===== config.mk =====
export PLATFORM = sky130hd
export DESIGN_NAME = vtg_engine
export DESIGN_NICKNAME = d
export VERILOG_FILES = /design/src/rtl/vtg_engine.sv
export SDC_FILE = /design/constraint.sdc
export NUM_CORES = 2
export LEC_CHECK = 0
export BUFFER_PORTS_ARGS = -buffer_cell sky130_fd_sc_hd__buf_2
export CAP_MARGIN = 30
export CORE_ASPECT_RATIO = 1.1
export CORE_MARGIN = 2
export CORE_UTILIZATION = 29
export CTS_CLUSTER_DIAMETER = 150
export DETAILED_ROUTE_END_ITERATION = 7
export GPL_ROUTABILITY_DRIVEN = 0
export GPL_TIMING_DRIVEN = 0
export PLACE_DENSITY = 0.48
export REMOVE_ABC_BUFFERS = 1
export SLEW_MARGIN = 20
export SYNTH_ARGS = -nofsm -noshare
export SYNTH_HDL_FRONTEND = slang
export SYNTH_SLANG_ARGS = --single-unit

===== constraint.sdc =====
create_clock -name clk -period 4.38 [get_ports clk]
set_input_delay 0.657 -clock clk [delete_from_list [all_inputs] [get_ports clk]]
set_output_delay 0.657 -clock clk [all_outputs]
set_load 0.05 [all_outputs]

===== src/rtl/vtg_engine.sv =====
module vtg_engine #(
  parameter int COLW = 24,
  parameter int AW   = 5
) (
  input  logic            clk,
  input  logic            rst_n,
  input  logic            reg_we,
  input  logic [AW-1:0]   reg_addr,
  input  logic [31:0]     reg_wdata,
  output logic [31:0]     reg_rdata,
  input  logic            pix_valid,
  input  logic [COLW-1:0] pix_in,
  output logic            pix_req,
  output logic            hsync,
  output logic            vsync,
  output logic            de,
  output logic            fetch_start,
  output logic [COLW-1:0] pix_out
);

  localparam logic [AW-1:0] A_RUN  = AW'(0);
  localparam logic [AW-1:0] A_CFG  = AW'(1);
  localparam logic [AW-1:0] A_LINE = AW'(2);
  localparam logic [AW-1:0] A_FLEN = AW'(3);
  localparam logic [AW-1:0] A_VLEN = AW'(4);
  localparam logic [AW-1:0] A_DH   = AW'(5);
  localparam logic [AW-1:0] A_DVS  = AW'(6);
  localparam logic [AW-1:0] A_DVE  = AW'(7);
  localparam logic [AW-1:0] A_AH   = AW'(8);
  localparam logic [AW-1:0] A_AVS  = AW'(9);
  localparam logic [AW-1:0] A_AVE  = AW'(10);
  localparam logic [AW-1:0] A_BRD  = AW'(11);
  localparam logic [AW-1:0] A_UFL  = AW'(12);
  localparam logic [AW-1:0] A_POL  = AW'(13);
  localparam logic [AW-1:0] A_CEN  = AW'(14);
  localparam logic [AW-1:0] A_FET  = AW'(15);
  localparam logic [AW-1:0] A_FCNT = AW'(16);
  localparam logic [AW-1:0] A_LCNT = AW'(17);

  logic            run;
  logic [2:0]      cfg_p, cfg_l;
  logic [31:0]     line_p, line_l;
  logic [31:0]     flen_p, flen_l;
  logic [31:0]     vlen_p, vlen_l;
  logic [31:0]     dh_p, dh_l;
  logic [31:0]     dvs_p, dvs_l;
  logic [31:0]     dve_p, dve_l;
  logic [31:0]     ah_p, ah_l;
  logic [31:0]     avs_p, avs_l;
  logic [31:0]     ave_p, ave_l;
  logic [31:0]     fet_p, fet_l;
  logic [COLW-1:0] border, uflow;
  logic [2:0]      pol;
  logic [1:0]      cnt_en;

  logic [31:0]     fpos, frame_cnt, line_cnt;
  logic [15:0]     hpos, hper;
  logic            f_wrap, h_wrap, take;
  logic            hs_raw, vs_raw, disp, h_in, v_in, act;

  assign hper   = line_l[31:16];
  assign f_wrap = (flen_l <= 32'd1) || (fpos >= flen_l - 32'd1);
  assign h_wrap = (hper <= 16'd1) || (hpos >= hper - 16'd1);
  assign take   = !run || f_wrap;

  always_ff @(posedge clk) begin
    if (!rst_n) begin
      run    <= 1'b0;
      cfg_p  <= '0;
      line_p <= '0;
      flen_p <= '0;
      vlen_p <= '0;
      dh_p   <= '0;
      dvs_p  <= '0;
      dve_p  <= '0;
      ah_p   <= '0;
      avs_p  <= '0;
      ave_p  <= '0;
      fet_p  <= '0;
      border <= '0;
      uflow  <= '0;
      pol    <= '0;
      cnt_en <= '0;
    end else if (reg_we) begin
      case (reg_addr)
        A_RUN:  run    <= reg_wdata[0];
        A_CFG:  cfg_p  <= reg_wdata[31:29];
        A_LINE: line_p <= reg_wdata;
        A_FLEN: flen_p <= reg_wdata;
        A_VLEN: vlen_p <= reg_wdata;
        A_DH:   dh_p   <= reg_wdata;
        A_DVS:  dvs_p  <= reg_wdata;
        A_DVE:  dve_p  <= reg_wdata;
        A_AH:   ah_p   <= reg_wdata;
        A_AVS:  avs_p  <= reg_wdata;
        A_AVE:  ave_p  <= reg_wdata;
        A_BRD:  border <= reg_wdata[COLW-1:0];
        A_UFL:  uflow  <= reg_wdata[COLW-1:0];
        A_POL:  pol    <= reg_wdata[2:0];
        A_CEN:  cnt_en <= reg_wdata[1:0];
        A_FET:  fet_p  <= reg_wdata;
        default: ;
      endcase
    end
  end

  always_ff @(posedge clk) begin
    if (!rst_n) begin
      cfg_l  <= '0;
      line_l <= '0;
      flen_l <= '0;
      vlen_l <= '0;
      dh_l   <= '0;
      dvs_l  <= '0;
      dve_l  <= '0;
      ah_l   <= '0;
      avs_l  <= '0;
      ave_l  <= '0;
      fet_l  <= '0;
    end else if (take) begin
      cfg_l  <= cfg_p;
      line_l <= line_p;
      flen_l <= flen_p;
      vlen_l <= vlen_p;
      dh_l   <= dh_p;
      dvs_l  <= dvs_p;
      dve_l  <= dve_p;
      ah_l   <= ah_p;
      avs_l  <= avs_p;
      ave_l  <= ave_p;
      fet_l  <= fet_p;
    end
  end

  always_ff @(posedge clk) begin
    if (!rst_n || !run) begin
      fpos      <= '0;
      hpos      <= '0;
      frame_cnt <= '0;
      line_cnt  <= '0;
    end else begin
      if (f_wrap) begin
        fpos <= '0;
        hpos <= '0;
      end else begin
        fpos <= fpos + 32'd1;
        hpos <= h_wrap ? 16'd0 : hpos + 16'd1;
      end
      if (cnt_en == 2'b11) begin
        if (f_wrap) begin
          frame_cnt <= frame_cnt + 32'd1;
          line_cnt  <= '0;
        end else if (h_wrap) begin
          line_cnt <= line_cnt + 32'd1;
        end
      end
    end
  end

  assign hs_raw = run && (hpos < line_l[15:0]);
  assign vs_raw = run && (fpos < vlen_l);
  assign disp   = run && (hpos >= dh_l[15:0]) && (hpos <= dh_l[31:16])
                      && (fpos >= dvs_l) && (fpos <= dve_l);
  assign h_in   = !cfg_l[0] || ((hpos >= ah_l[15:0]) && (hpos <= ah_l[31:16]));
  assign v_in   = !cfg_l[1] || ((fpos >= avs_l) && (fpos <= ave_l));
  assign act    = disp && h_in && v_in;

  assign hsync       = hs_raw ^ pol[0];
  assign vsync       = vs_raw ^ pol[1];
  assign de          = disp ^ pol[2];
  assign pix_req     = act;
  assign fetch_start = run && cfg_l[2] && (fpos == fet_l);
  assign pix_out     = !disp ? '0 : !act ? border : pix_valid ? pix_in : uflow;

  always_comb begin
    case (reg_addr)
      A_RUN:   reg_rdata = {31'd0, run};
      A_CFG:   reg_rdata = {cfg_p, 29'd0};
      A_LINE:  reg_rdata = line_p;
      A_FLEN:  reg_rdata = flen_p;
      A_VLEN:  reg_rdata = vlen_p;
      A_DH:    reg_rdata = dh_p;
      A_DVS:   reg_rdata = dvs_p;
      A_DVE:   reg_rdata = dve_p;
      A_AH:    reg_rdata = ah_p;
      A_AVS:   reg_rdata = avs_p;
      A_AVE:   reg_rdata = ave_p;
      A_BRD:   reg_rdata = 32'(border);
      A_UFL:   reg_rdata = 32'(uflow);
      A_POL:   reg_rdata = {29'd0, pol};
      A_CEN:   reg_rdata = {30'd0, cnt_en};
      A_FET:   reg_rdata = fet_p;
      A_FCNT:  reg_rdata = frame_cnt;
      A_LCNT:  reg_rdata = line_cnt;
      default: reg_rdata = '0;
    endcase
  end

endmodule


# Word-level counts from Yosys, hierarchy flattened
# Index checks and enable logic that the tools add are counted.
# classes
n_eq_ne,19
n_lt_le_gt_ge,14
bitwise,3
reduce_logical,44
add_sub_neg,6
mux,6
# op_table
operator,n
one-hot mux 32 bit (18 select lines),1
"adder 32 x 1 -> 32 bit, second input constant",3
greater-or-equal comparator 32 bit,3
2-to-1 mux 24 bit,3
<= comparator 32 bit,2
2-to-1 mux 32 bit,2
greater-or-equal comparator 16 bit,3
"== test 5 x 4 -> 1 bit, second input constant",8
AND reduction 2 bit,18
== test 32 bit,1
<= comparator 16 bit,2
"<= comparator 32 x 1 -> 1 bit, second input constant",1
< comparator 32 bit,1
"subtractor 32 x 1 -> 32 bit, second input constant",1
"== test 5 x 3 -> 1 bit, second input constant",4
"adder 16 x 1 -> 16 bit, second input constant",1
"<= comparator 16 x 1 -> 1 bit, second input constant",1
< comparator 16 bit,1
"subtractor 16 x 1 -> 16 bit, second input constant",1
logical AND 1 bit,12
"== test 5 x 2 -> 1 bit, second input constant",2
"== test 5 bit, second input constant",2
logical OR 1 bit,6
"== test 5 x 1 -> 1 bit, second input constant",1
other kinds (7),12
# word_totals
input_bits,65
elab_cells,123
output_inout_bits,61
ff_bits,812

# Depth between registers and ports, before layout
# logic_depth
ltp_word,9
depth_mapped,17
mapped_depth_nobuf,15

# Least setup slack after synthesis
# OpenSTA, ideal clock, no wires.
# synth_path
kind,register to output
startpoint,register fpos[19]
endpoint,output port pix_out[10]
required_ps,3723
path_buffers,1
t_arrival_ps,3583
stages_incl_launch_ff,11
slack_ps,140
cell_sequence,dfxtp_1 -> ha_1 -> nand4_1 -> or4_1 -> o211ai_1 -> o311ai_0 -> o211a_1 -> nor4_1 -> clkbuf_1 -> nor2_1 -> a211oi_1
# synth_via
elab_chain_len,7
word_cells_on_any_way,12
cone_classes,order compare (4); mux (2); reduce/logical (6)
# synth_lines
element,line_no,source
from (decl),56,"logic [31:0] fpos, frame_cnt, line_cnt;"
from (signal assigned),146,fpos <= fpos + 32'd1;
greater-or-equal comparator 32 bit,163,&& (fpos >= dvs_l) && (fpos <= dve_l);
logical AND 1 bit (2 in a row),163,
logical AND 1 bit (2 in a row),166,assign act = disp && h_in && v_in;
2-to-1 mux 24 bit,173,assign pix_out = !disp ? '0 : !act ? border : pix_valid ? pix_in : uflow;
2-to-1 mux 24 bit (*),173,
to (decl),18,output logic [COLW-1:0] pix_out
# Mark *: on every way between the ends. The rest lies on a longest branch, timed or not.

# Worst setup path after layout
# layout_path
startpoint,register fpos[9]
endpoint,output port pix_out[11]
# The elaborated chain is that of the path after synthesis.

==> results.toml <==
[finish]
fill_cells = 14900
final_common_cell = "nand2_1"
final_cell_mix = "nand2_1 (1,530), dfxtp_1 (751), a21boi_0 (608)"
drive_gt1_frac = 0.142
utilization = 0.360
synthToLayoutAreaGrowth_pct = 23.2
final_nets = 5757

[synthesis]
synth_area_per_cell_um2 = 7.99
yosys.area.top_type = "dfxtp_1"
synth-compound-area-share = 0.224
ys_seq_area_frac = 0.387
synth_mux_area_frac = 0.0102
synth_area_mm2 = 0.0421
yosys_warnings = 0
synth_flop_cell = "dfxtp_1"
synth_async_sr_flop_share = 0
synth-simple-area-share = 0.211
synth_adder_area_share = 0.0875
synthXorXnorAreaFrac = 0.0277
synth_edf_count = 0
syn_inst = 5263
synth_seq_cells = 812
synth_top_area_share = 0.387
yosys-top-cells-area = "dfxtp_1 (39%), nand2_1 (14%), a21boi_0 (12%)"
synth_top_family_by_area = "compound AO/OA/AOI/OAI gates"
ys_types = 71

[sta]
hold_violations = 0
hold_slack_ns = 0.324
fin_skew_ns = 0.0284
setup_tns_ns = -8.49
rsz0062_at_grt = "true"
slew_viol_final = 0
tightest_slew_ns = 0.994
fin_crit_sh = 1.11
fin_crit_ns = 4.86
slew_headroom = 0.338
setup_ws_ns = -0.481
setup_viol = 26
fmax_ghz = 0.206

[floorplan]
start_util = 0.292
io_pins = 126
dieArea_mm2 = 0.148
die_w_um = 367
core-area_mm2 = 0.144
die_height_um = 403
std_cell_rows = 146

[critical_path]
max_stage_delay_ns = 0.56
cp_max_fo = 9
crit_family = "compound AO/OA/AOI/OAI gates"
cp_common_cell = "buf_8"
end_kind = "output pin"
critical_path_class = "flop to output pin"
critPathLaunchType = "flop"
arrival_ns = 4.20
critical_path.cell_chain = "ha_1 -> nand4_1 -> nor3_4 -> a21boi_4 -> o41ai_4 -> a31oi_4 -> nor4_4 -> buf_6 -> buf_8 -> buf_8 -> buf_8 -> buf_8 -> nor2_2 -> a211oi_2 -> buf_6"
worst-endpoint-required_ns = 3.72
cp_num_buf_inv = 6
crit_slowest_cell = "o41ai_4"

[power_and_ir_drop]
leakage_nw = 18.8
peakVddDrop_mv = 0.256
finalPower_mw = 16.0
power.density_mw_per_mm2 = 309

[status]
status = "complete, but fails checks"
violations = "setup timing"

[routing]
vias = 39100
initialDrtViolationCount = 3428
drt-total-wl_mm = 188
wl_per_cell_um = 25.5
ant_nets = 0
drc = 0
avgViaCountPerCell = 5.29
dr.pass1.iters = 6

[global_routing]
grt.overflow.total = 0
antenna_found_initial = 9
grt_max_degree = 141
grt_pass1_vias = 36500
grt_pass1_wl_mm = 267
grt.total_usage = 0.246

[cts]
clock-sinks = 812
cts-root-buf = "clkbuf_16"
clk_pin_slew_ns = 0.06
cts_max_path_buffers = 3
htreeDepth = 3
tritoncts = "done"
clk_latency_ns = 0.72
cts_made_buffers = 92

[worst_hold_path]
hp-class = "input port to flop"

[place]
dp_hpwl_mm = 133
port_buffers = 125

[flow_run]
cap_violations = 0
==> cells in the mapped netlist (all sizes together), types with 4 or more instances <==
| library cell | count |
|---|---|
| a2111oi | 6 |
| a211oi | 43 |
| a21boi | 700 |
| a21o | 60 |
| a21oi | 99 |
| a221o | 9 |
| a221oi | 72 |
| a222oi | 13 |
| a22o | 50 |
| a22oi | 50 |
| a2bb2oi | 4 |
| a311oi | 4 |
| a31oi | 12 |
| and2 | 17 |
| and3 | 32 |
| and4 | 8 |
| buf | 36 |
| clkbuf | 304 |
| dfxtp | 812 |
| ha | 294 |
| inv | 253 |
| mux2i | 43 |
| nand2 | 1549 |
| nand2b | 19 |
| nand3 | 104 |
| nand3b | 4 |
| nand4 | 90 |
| nand4b | 4 |
| nor2 | 160 |
| nor2b | 19 |
| nor3 | 43 |
| nor4 | 27 |
| o211ai | 23 |
| o21a | 7 |
| o21ai | 75 |
| o2bb2ai | 6 |
| o311ai | 5 |
| o31ai | 9 |
| or2 | 6 |
| or3 | 14 |
| or4 | 15 |
| xnor2 | 56 |
| xor2 | 77 |
==> what timing repair did <==
| item | 4_1_cts | 5_1_grt |
|---|---|---|
| gates resized for setup | 346 | 133 |
| pin swaps | 74 | 67 |
| endpoints found under the setup margin | 467 | 350 |
| cloned | 8 | 4 |
| buffers inserted | 78 | 51 |
| hold buffers | 0 | 0 |
==> stage by stage <==
| step | cells | instance area (µm²) | setup WS [ns] |
|---|---|---|---|
| after detailed placement | 7100 | 45900 | -2.05 |
| final | 7391 | 51800 | -0.481 |
| after global routing | 7391 | 51800 | -0.572 |
| after CTS | 7340 | 50900 | -0.563 |
| after global placement | 6972 | 43800 | -32.57 |
| after floorplan | 4923 | 40800 | -14.91 |
==> routing by layer <==
layer  global-route usage  up-vias  wire [µm]
met4               0.0839        4       6910
met1                0.328    19200      82800
met3               0.0332      282      11500
met2                0.405     1309      87100
li1                     -    18300          -
met5                    0        -         17
==> power by group <==
part	total, mW	switching [mW]	internal [mW]
clock network	7.84	3.37	4.47
logic	0.753	0.482	0.271
registers	7.43	0.0330	7.40
==> worst paths after layout <==
kind                     start            end  slack (ns)  depth (start not counted)
setup / recovery       fpos[9]    pix_out[11]       -0.48                         15
hold reg to reg        ah_l[2]        ah_l[2]        0.45                          2
setup reg to reg    flen_l[18]  frame_cnt[21]        0.06                         18
hold / removal    reg_wdata[4]       uflow[4]        0.32                          3
==> area by class of cell <==
| cell class | instances | area (µm²) | share of cell area |
|---|---|---|---|
| well taps | 1924 | 2410 | 0.0465 |
| clock inverters | 28 | 299 | 0.00577 |
| diodes | 2 | 5.00 | 0.0000966 |
| inverters | 253 | 958 | 0.0185 |
| clock buffers | 133 | 2650 | 0.0511 |
| repair buffers | 380 | 4170 | 0.0805 |
| multi-input cells | 3859 | 24900 | 0.481 |
| flip-flops and latches | 812 | 16400 | 0.317 |
==> tightest hold or removal path: cells and delay by family <==
kind	cells	cell delay, ns
buffers and inverters	1	0.19
AND/OR/NAND/NOR	1	0.08
AO/OA/AOI/OAI	1	0.06
==> cells by family after synthesis <==
group,count (synthesis)
and+or+nand+nor,2117
AOI/OAI and AO/OA,1271
DFF,812
buffers and inverters,593
adders and majority gates,294
xor gates and xnor gates,133
muxes,43
No activity file was read; power rests on OpenSTA's default activity.
